==> config.mk <==
export PLATFORM = sky130hd
export DESIGN_NAME = irq_ack_ctrl
export DESIGN_NICKNAME = d
export VERILOG_FILES = /design/src/rtl/irq_ack_pkg.sv /design/src/rtl/nmi_edge_latch.sv /design/src/rtl/irq_prio_arb.sv /design/src/rtl/irq_ack_drive.sv /design/src/rtl/irq_ack_ctrl.sv
export SDC_FILE = /design/constraint.sdc
export NUM_CORES = 1
export LEC_CHECK = 0
export ABC_AREA = 1
export BUFFER_PORTS_ARGS = -buffer_cell sky130_fd_sc_hd__buf_2
export CORE_MARGIN = 2
export CORE_UTILIZATION = 40
export CTS_CLUSTER_SIZE = 14
export DETAILED_ROUTE_END_ITERATION = 10
export PLACE_DENSITY_LB_ADDON = 0.25
export SETUP_SLACK_MARGIN = 0.1
export SLEW_MARGIN = 20
export SYNTH_ARGS = -nofsm -noshare
export SYNTH_HDL_FRONTEND = slang
export SYNTH_SLANG_ARGS = --single-unit
==> constraint.sdc <==
create_clock -name clk -period 0.8 [get_ports clk]
set_input_delay 0.08 -clock clk [delete_from_list [all_inputs] [get_ports clk]]
set_output_delay 0.08 -clock clk [all_outputs]
set_load 0.05 [all_outputs]
==> src/rtl/irq_ack_pkg.sv <==
package irq_ack_pkg;
  localparam int          ADDR_W       = 16;
  localparam logic [15:0] NMI_RESTART  = 16'h0066;
  localparam int          SRC_NMI_CODE = 0;
endpackage

==> src/rtl/nmi_edge_latch.sv <==
module nmi_edge_latch (
  input  logic clk,
  input  logic rst_n,
  input  logic nmi_n,
  input  logic take_nmi,
  output logic pend_o
);
  logic nmi_q;
  logic pend_q, pend_d;
  logic fall;

  assign fall = nmi_q & ~nmi_n;

  always_comb begin
    pend_d = pend_q;
    if (take_nmi) pend_d = 1'b0;
    if (fall)     pend_d = 1'b1;
  end

  always_ff @(posedge clk or negedge rst_n) begin
    if (!rst_n) begin
      nmi_q  <= 1'b1;
      pend_q <= 1'b0;
    end else begin
      nmi_q  <= nmi_n;
      pend_q <= pend_d;
    end
  end

  assign pend_o = pend_q;


  fall_pends_chk: assert property (@(posedge clk) disable iff (!rst_n)
    (nmi_q && !nmi_n) |=> pend_q);
endmodule

==> src/rtl/irq_prio_arb.sv <==
module irq_prio_arb #(
  parameter int N_MASK = 3
) (
  input  logic              instr_end,
  input  logic              nmi_pend,
  input  logic [N_MASK-1:0] mreq,
  input  logic              ie,
  input  logic              bus_hold,
  output logic              take_nmi,
  output logic              take_mask,
  output logic [N_MASK-1:0] gnt
);
  logic mask_ok;

  genvar g;
  generate
    for (g = 0; g < N_MASK; g++) begin : g_pri
      if (g == 0) begin : g_top
        assign gnt[g] = mreq[g] & mask_ok;
      end else begin : g_low
        assign gnt[g] = mreq[g] & ~(|mreq[g-1:0]) & mask_ok;
      end
    end
  endgenerate

  assign take_nmi  = instr_end & nmi_pend;
  assign mask_ok   = instr_end & ie & ~bus_hold & ~nmi_pend;
  assign take_mask = |gnt;
endmodule

==> src/rtl/irq_ack_drive.sv <==
module irq_ack_drive #(
  parameter int N_MASK = 3,
  parameter int SRC_W  = $clog2(N_MASK + 1)
) (
  input  logic                         clk,
  input  logic                         rst_n,
  input  logic                         take_nmi,
  input  logic                         take_mask,
  input  logic [N_MASK-1:0]            gnt,
  output logic                         take_o,
  output logic [SRC_W-1:0]             src_o,
  output logic [irq_ack_pkg::ADDR_W-1:0] addr_o,
  output logic                         m1_n_o,
  output logic                         iorq_n_o
);
  import irq_ack_pkg::*;

  logic              take_d;
  logic [SRC_W-1:0]  src_d;
  logic [ADDR_W-1:0] addr_d;
  logic              strobe_d;
  logic              src_en;

  always_comb begin
    take_d   = take_nmi | take_mask;
    src_en   = take_d;
    src_d    = SRC_W'(SRC_NMI_CODE);
    if (!take_nmi) begin
      for (int i = 0; i < N_MASK; i++)
        if (gnt[i]) src_d = SRC_W'(i + 1);
    end
    addr_d   = take_nmi ? NMI_RESTART : '0;
    strobe_d = take_mask & ~take_nmi & gnt[0];
  end

  always_ff @(posedge clk or negedge rst_n) begin
    if (!rst_n) begin
      take_o   <= 1'b0;
      src_o    <= '0;
      addr_o   <= '0;
      m1_n_o   <= 1'b1;
      iorq_n_o <= 1'b1;
    end else begin
      take_o   <= take_d;
      addr_o   <= addr_d;
      m1_n_o   <= ~strobe_d;
      iorq_n_o <= ~strobe_d;
      if (src_en) src_o <= src_d;
    end
  end
endmodule

==> src/rtl/irq_ack_ctrl.sv <==
module irq_ack_ctrl #(
  parameter int N_MASK = 3,
  parameter int SRC_W  = $clog2(N_MASK + 1)
) (
  input  logic              clk,
  input  logic              rst_n,
  input  logic              nmi_n,
  input  logic [N_MASK-1:0] mirq_n,
  input  logic              busreq_n,
  input  logic              instr_end,
  input  logic              en_set,
  input  logic              en_clr,
  input  logic              en_restore,
  output logic              take_o,
  output logic [SRC_W-1:0]  src_id_o,
  output logic [15:0]       restart_addr_o,
  output logic              m1_n_o,
  output logic              iorq_n_o,
  output logic              ie_o,
  output logic              ie_save_o
);
  logic rs1_q, rs2_q, rst_int_n;
  logic nmi_pend, take_nmi, take_mask;
  logic [N_MASK-1:0] gnt;
  logic ie_q, ie_d, sv_q, sv_d;

  always_ff @(posedge clk or negedge rst_n) begin
    if (!rst_n) begin
      rs1_q <= 1'b0;
      rs2_q <= 1'b0;
    end else begin
      rs1_q <= 1'b1;
      rs2_q <= rs1_q;
    end
  end
  assign rst_int_n = rs2_q;

  nmi_edge_latch u_nmi (
    .clk      (clk),
    .rst_n    (rst_int_n),
    .nmi_n    (nmi_n),
    .take_nmi (take_nmi),
    .pend_o   (nmi_pend)
  );

  irq_prio_arb #(.N_MASK(N_MASK)) u_arb (
    .instr_end (instr_end),
    .nmi_pend  (nmi_pend),
    .mreq      (~mirq_n),
    .ie        (ie_q),
    .bus_hold  (~busreq_n),
    .take_nmi  (take_nmi),
    .take_mask (take_mask),
    .gnt       (gnt)
  );

  irq_ack_drive #(.N_MASK(N_MASK), .SRC_W(SRC_W)) u_drv (
    .clk       (clk),
    .rst_n     (rst_int_n),
    .take_nmi  (take_nmi),
    .take_mask (take_mask),
    .gnt       (gnt),
    .take_o    (take_o),
    .src_o     (src_id_o),
    .addr_o    (restart_addr_o),
    .m1_n_o    (m1_n_o),
    .iorq_n_o  (iorq_n_o)
  );

  always_comb begin
    ie_d = ie_q;
    sv_d = sv_q;
    if (take_nmi) begin
      ie_d = 1'b0;
      sv_d = ie_q;
    end else if (take_mask || en_clr) begin
      ie_d = 1'b0;
      sv_d = 1'b0;
    end else if (en_set) begin
      ie_d = 1'b1;
      sv_d = 1'b1;
    end else if (en_restore) begin
      ie_d = sv_q;
    end
  end

  always_ff @(posedge clk or negedge rst_int_n) begin
    if (!rst_int_n) begin
      ie_q <= 1'b0;
      sv_q <= 1'b0;
    end else begin
      ie_q <= ie_d;
      sv_q <= sv_d;
    end
  end

  assign ie_o      = ie_q;
  assign ie_save_o = sv_q;


  take_needs_end_chk: assert property (@(posedge clk) disable iff (!rst_int_n)
    take_o |-> $past(instr_end));

  int0_strobes_chk: assert property (@(posedge clk) disable iff (!rst_int_n)
    (take_o && src_id_o == SRC_W'(1)) |-> (!m1_n_o && !iorq_n_o));

  strobes_excl_chk: assert property (@(posedge clk) disable iff (!rst_int_n)
    (!m1_n_o || !iorq_n_o) |-> (take_o && src_id_o == SRC_W'(1)));

  ie_cleared_chk: assert property (@(posedge clk) disable iff (!rst_int_n)
    take_o |-> !ie_o);

  addr_only_nmi_chk: assert property (@(posedge clk) disable iff (!rst_int_n)
    (restart_addr_o != 16'h0) |-> (take_o && src_id_o == SRC_W'(0)));
endmodule

### Word level (Yosys, flattened, before mapping)

Index checks and enable logic that the tools add are counted.

* multiplexer cells: 14
* bitwise gates (word level): 20
* reductions and logical operators: 6

Operators by type and width (count)
* 1-bit AND: 12
* 1-bit 2-to-1 mux: 10
* 7-bit 2-to-1 mux: 1
* 2-bit 2-to-1 mux: 3
* 1-bit inverter: 6
* 4-bit nonzero test: 1
* 3-bit inverter: 1
* 3-bit nonzero test: 1
* 3-bit OR reduction: 1
* 2-bit nonzero test: 1
* 2-bit OR reduction: 1
* 1-bit logical OR: 1
* 1-bit bitwise OR: 1

* flip-flop bits (word level): 26
* logic and storage cells: 50

### Logic depth before layout (Yosys ltp)

* word-level depth: 9
* mapped depth: 6

### Cells and area by module

Synthesis repeated with hierarchy kept, for this count alone.

* cell total of the unflattened synthesis: 84
* area, all modules: 638.1 sq um

Modules (own cells, without submodules)
* irq_ack_drive: cells an instance 37, area each 310.3 sq um, instances 1
* irq_ack_ctrl: cells an instance 24, area each 191.4 sq um, instances 1
* nmi_edge_latch: cells an instance 7, area each 70.1 sq um, instances 1
* irq_prio_arb: cells an instance 16, area each 66.3 sq um, instances 1

### Worst setup path before layout

OpenSTA, ideal clock, no wires.

* path kind: register -> register
* start point: register ie_q, in the netlist ie_o
* end point: register u_drv.src_o[0]
* required time: 0.677 ns
* cell stages (with the launch flop): 6
* path buffers: 0
* slack: -0.428 ns
* arrival time: 1.105 ns
* period minus slack after synthesis: 1.228 ns
* path through: dfrtp_1 > nand2_2 > nor2_4 > o21ai_2 > nand3_2 > nand3_2

* longest elaborated chain between the ends: 8
* elaborated cells on any way between the ends: 12
* those cells by class: mux (4); bitwise (7); reduce/logical (1)

Ends and longest elaborated chain
* from (decl): RTL line irq_ack_ctrl.sv:25 `logic ie_q, ie_d, sv_q, sv_d;`
* from (signal assigned): RTL line irq_ack_ctrl.sv:92 `ie_q <= ie_d;`
* 1-bit AND * (3 in series): RTL line irq_prio_arb.sv:27 `assign mask_ok = instr_end & ie & ~bus_hold & ~nmi_pend;`
* 1-bit AND: RTL line irq_prio_arb.sv:19 `assign gnt[g] = mreq[g] & mask_ok;`
* 1-bit 2-to-1 mux: RTL line irq_ack_drive.sv:30 `if (gnt[i]) src_d = SRC_W'(i + 1);`
* 2-bit 2-to-1 mux (2 in series): RTL line irq_ack_drive.sv:30
* 2-bit 2-to-1 mux: RTL line irq_ack_drive.sv:28 `if (!take_nmi) begin`
* to (signal assigned): RTL line irq_ack_drive.sv:48 `if (src_en) src_o <= src_d;`
* to (decl): RTL line irq_ack_drive.sv:11 `output logic [SRC_W-1:0] src_o,`

Every way passes the cells marked *; elsewhere a longest branch is shown, timed or not.
A chain may end at the register's enable or synchronous reset.

==> flow_summary_export.csv <==
group,metric,value,unit
outcome,status,"finished with violations",
outcome,violations,"setup timing",
synthesis,ys_warn_count,0,
finish,largest_register_ffs,2,
pwr,p_int,0.950,mW
route,vias_per_cell,4.20,
route,drc_errors,0,
clock_network,cts.path.max_buffers,2,
synthesis,synth_top_area_cell,"dfrtp_1",
place,dp.cells,95,
sta,fin_crit,1.04,ns
setup_path,reg2reg_depth,6,
setup_path,r2r_end,"ie_save_o$_DFFE_PN0P_",
route,wl,998,um
pwr,power.total,1.50,mW
clock_network,clkSlewWorstSetupHoldPaths,0.06,ns
place,portBuffers,21,
setup_path,start_kind,"flop",
grt,grt_overflow_total,0,
floorplan,start_util,43.3,%
run,cap_violations,0,
finish,nets,101,
worst_hold_path,hp-class,"primary input to flop",
clock_network,clock-root-buffer,"clkbuf_4",
route,drtIter0Drc,4,
route,antenna_left,0,
clock_network,cts_tree,"built",
setup_path,crit_chain,"buf_6",
floorplan,row_count,13,
floorplan,fp.coreArea,0.00132,sq mm
pwr,p_leak,0.446,nW
route,vias,437,
finish,diodes,0,
floorplan,die-area,0.00174,sq mm
clock_network,clk_latency,0.26,ns
pwr,power_density,1870,mW/mm^2
sta,slew_viol_final,0,
clock_network,cts_inserted_buffers,3,
finish,area_delta_synth_final,41.2,%
sta,post-route-period-util,130,%
place,gp_congestion,0.754,
pwr,power.switching,0.555,mW
setup_path,endpoint_kind,"output pin",
floorplan,die_h,41.8,um
clock_network,numClockSinks,11,
route,wire_per_inst,9.60,um
place,dp_hpwl,728,um
setup_path,crit_type,"flop to output pin",
sta,finalSetupTns,-2.65,ns
setup_path,critical_path_depth,1,
finish,finish.cell_count_without_fillers,104,
floorplan,die_x,41.8,um
finish,drive_above_1_share,51.7,%
synthesis,synth_cells,61,
synthesis,syn_area,571,sq um
synthesis,yosysSeqAreaShare,48.7,%
synthesis,synth-seq-cells,11,
floorplan,ioPinCount,34,
setup_path,timing.rr.start,"u_nmi.pend_o$_DFFE_PN0P_",
setup_path,crit_buf_inv,1,
sta,setup_viol,17,
route,first_pass_iters,4,
synthesis,synth_area_leaders,"dfrtp_1 39%, buf_4 21%, dfstp_2 9.2%, inv_1 5.9%, nand2_1 4.6%",
setup_path,crit_family,"flip-flops",
pwr,swShare,36.9,%
sta,skew,0.00350,ns
synthesis,synth_cell_type_count,16,
pwr,p_seq_share,42.3,%
grt,antenna_found_initial,0,
setup_path,cp_slowest_cell,"dfstp_2",
pwr,power_frac_comb,33.7,%
setup_path,cp.required,0.72,ns
synthesis,netlist.area_leader.share,39.5,%
worst_hold_path,worstHoldStart,"instr_end",
grt,grt_pass1_vias,383,
setup_path,crit_path_max_fanout,2,
sta,hold_slack,0.0340,ns
finish,top_register,"u_drv.src_o",
finish,final_common_cell,"conb_1",
grt,grt_max_degree,10,
sta,finalHoldViolations,0,
grt,grt_use_total,12.0,%
clock_network,htree_levels,1,
finish,layout_common_cells,"13 x conb_1, 12 x buf_6, 10 x buf_2",
sta,rsz0062_at_grt,"yes",
synthesis,syn_area_per_cell,9.35,sq um
setup_path,r2r_slack,-0.21,ns
pwr,p_clk_share,24.0,%
grt,grt_pass1_wl,1560,um
pwr,ir_drop,1370,uV
setup_path,endpoint,"iorq_n_o",
sta,setup_slack,-0.242,ns
sta,clock.fmax,0.959,GHz
setup_path,critPathLaunch,"u_drv.m1_n_o$_DFF_PN1_",
setup_path,cp_data_arrival_time,0.96,ns
setup_path,slowest_delay,0.55,ns
==> worst min path at each step <==
stage                                     endpoint  slack [ns]  cells after the start
after CTS                 u_nmi.pend_o$_DFFE_PN0P_        0.02                      2
after floorplan                    rs1_q$_DFF_PN0_       -0.22                      0
after global routing      u_nmi.pend_o$_DFFE_PN0P_        0.02                      2
final                     u_nmi.pend_o$_DFFE_PN0P_        0.03                      2
after global placement             rs1_q$_DFF_PN0_       -0.13                      1
after detailed placement           rs1_q$_DFF_PN0_       -0.13                      1
==> kinds of logic (layout without fill, tap and decap cells) <==
logic type | after synthesis | count (layout) | synth area share [%]
flip-flops | 11 | 11 | 48.7
AO/OA/AOI/OAI | 4 | 4 | 4.39
other | 2 | 13 | 1.32
AND/OR/NAND/NOR | 19 | 19 | 18.6
buffers and inverters | 25 | 42 | 27.0
==> cell usage after synthesis <==
cell	count
o21ai_0	1
nor2_4	1
o22ai_1	1
conb_1	2
dfrtp_1	9
nand2_2	3
nand2_1	7
inv_1	9
o21ai_2	1
nor2_1	1
nand3_1	4
nand3_2	2
a21oi_1	1
nand4_1	1
buf_4	16
dfstp_2	2
==> cell type report <==
| cell class | instances | area, sq um |
|---|---|---|
| Clock buffer | 4 | 26.3 |
| Fill cell | 123 | 512 |
| Timing Repair Buffer | 29 | 250 |
| Tap cell | 15 | 18.8 |
| Inverter | 9 | 33.8 |
| Multi-Input combinational cell | 36 | 195 |
| Sequential cell | 11 | 282 |
==> per-layer routing <==
layer	track usage (%)	part of all wire (%)	up-vias
li1	-	-	211
met1	12.3	32	197
met2	21.6	56	26
met3	5.22	9.8	3
met4	3.87	1.7	0
met5	0	0	-
==> repair_timing <==
| item | CTS | global route |
|---|---|---|
| resized for setup | 30 | 0 |
| hold endpoints to repair | 3 | 0 |
| endpoints found under the setup margin | 19 | 19 |
| buffers inserted | 2 | 1 |
| hold buffers | 2 | 0 |
==> stage by stage <==
stage               area, sq um  util, %  setup WS [ns]
floorplan                   646        -         -0.274
global placement            642     48.7         -0.155
detailed placement          642     48.7         -0.194
CTS                         798     60.6         -0.261
global route                806     61.2         -0.294
finish                      806     61.2         -0.242
==> power by group through the flow <==
stage	Combinational, mW	Sequential [mW]	Clock, mW
2_1_floorplan	0.301	0.736	0
3_3_place_gp	0.412	0.636	0
3_5_place_dp	0.415	0.638	0
4_1_cts	0.497	0.638	0.386
5_1_grt	0.531	0.643	0.418
6_report	0.506	0.637	0.361
Power figures use the tool's default switching activity.
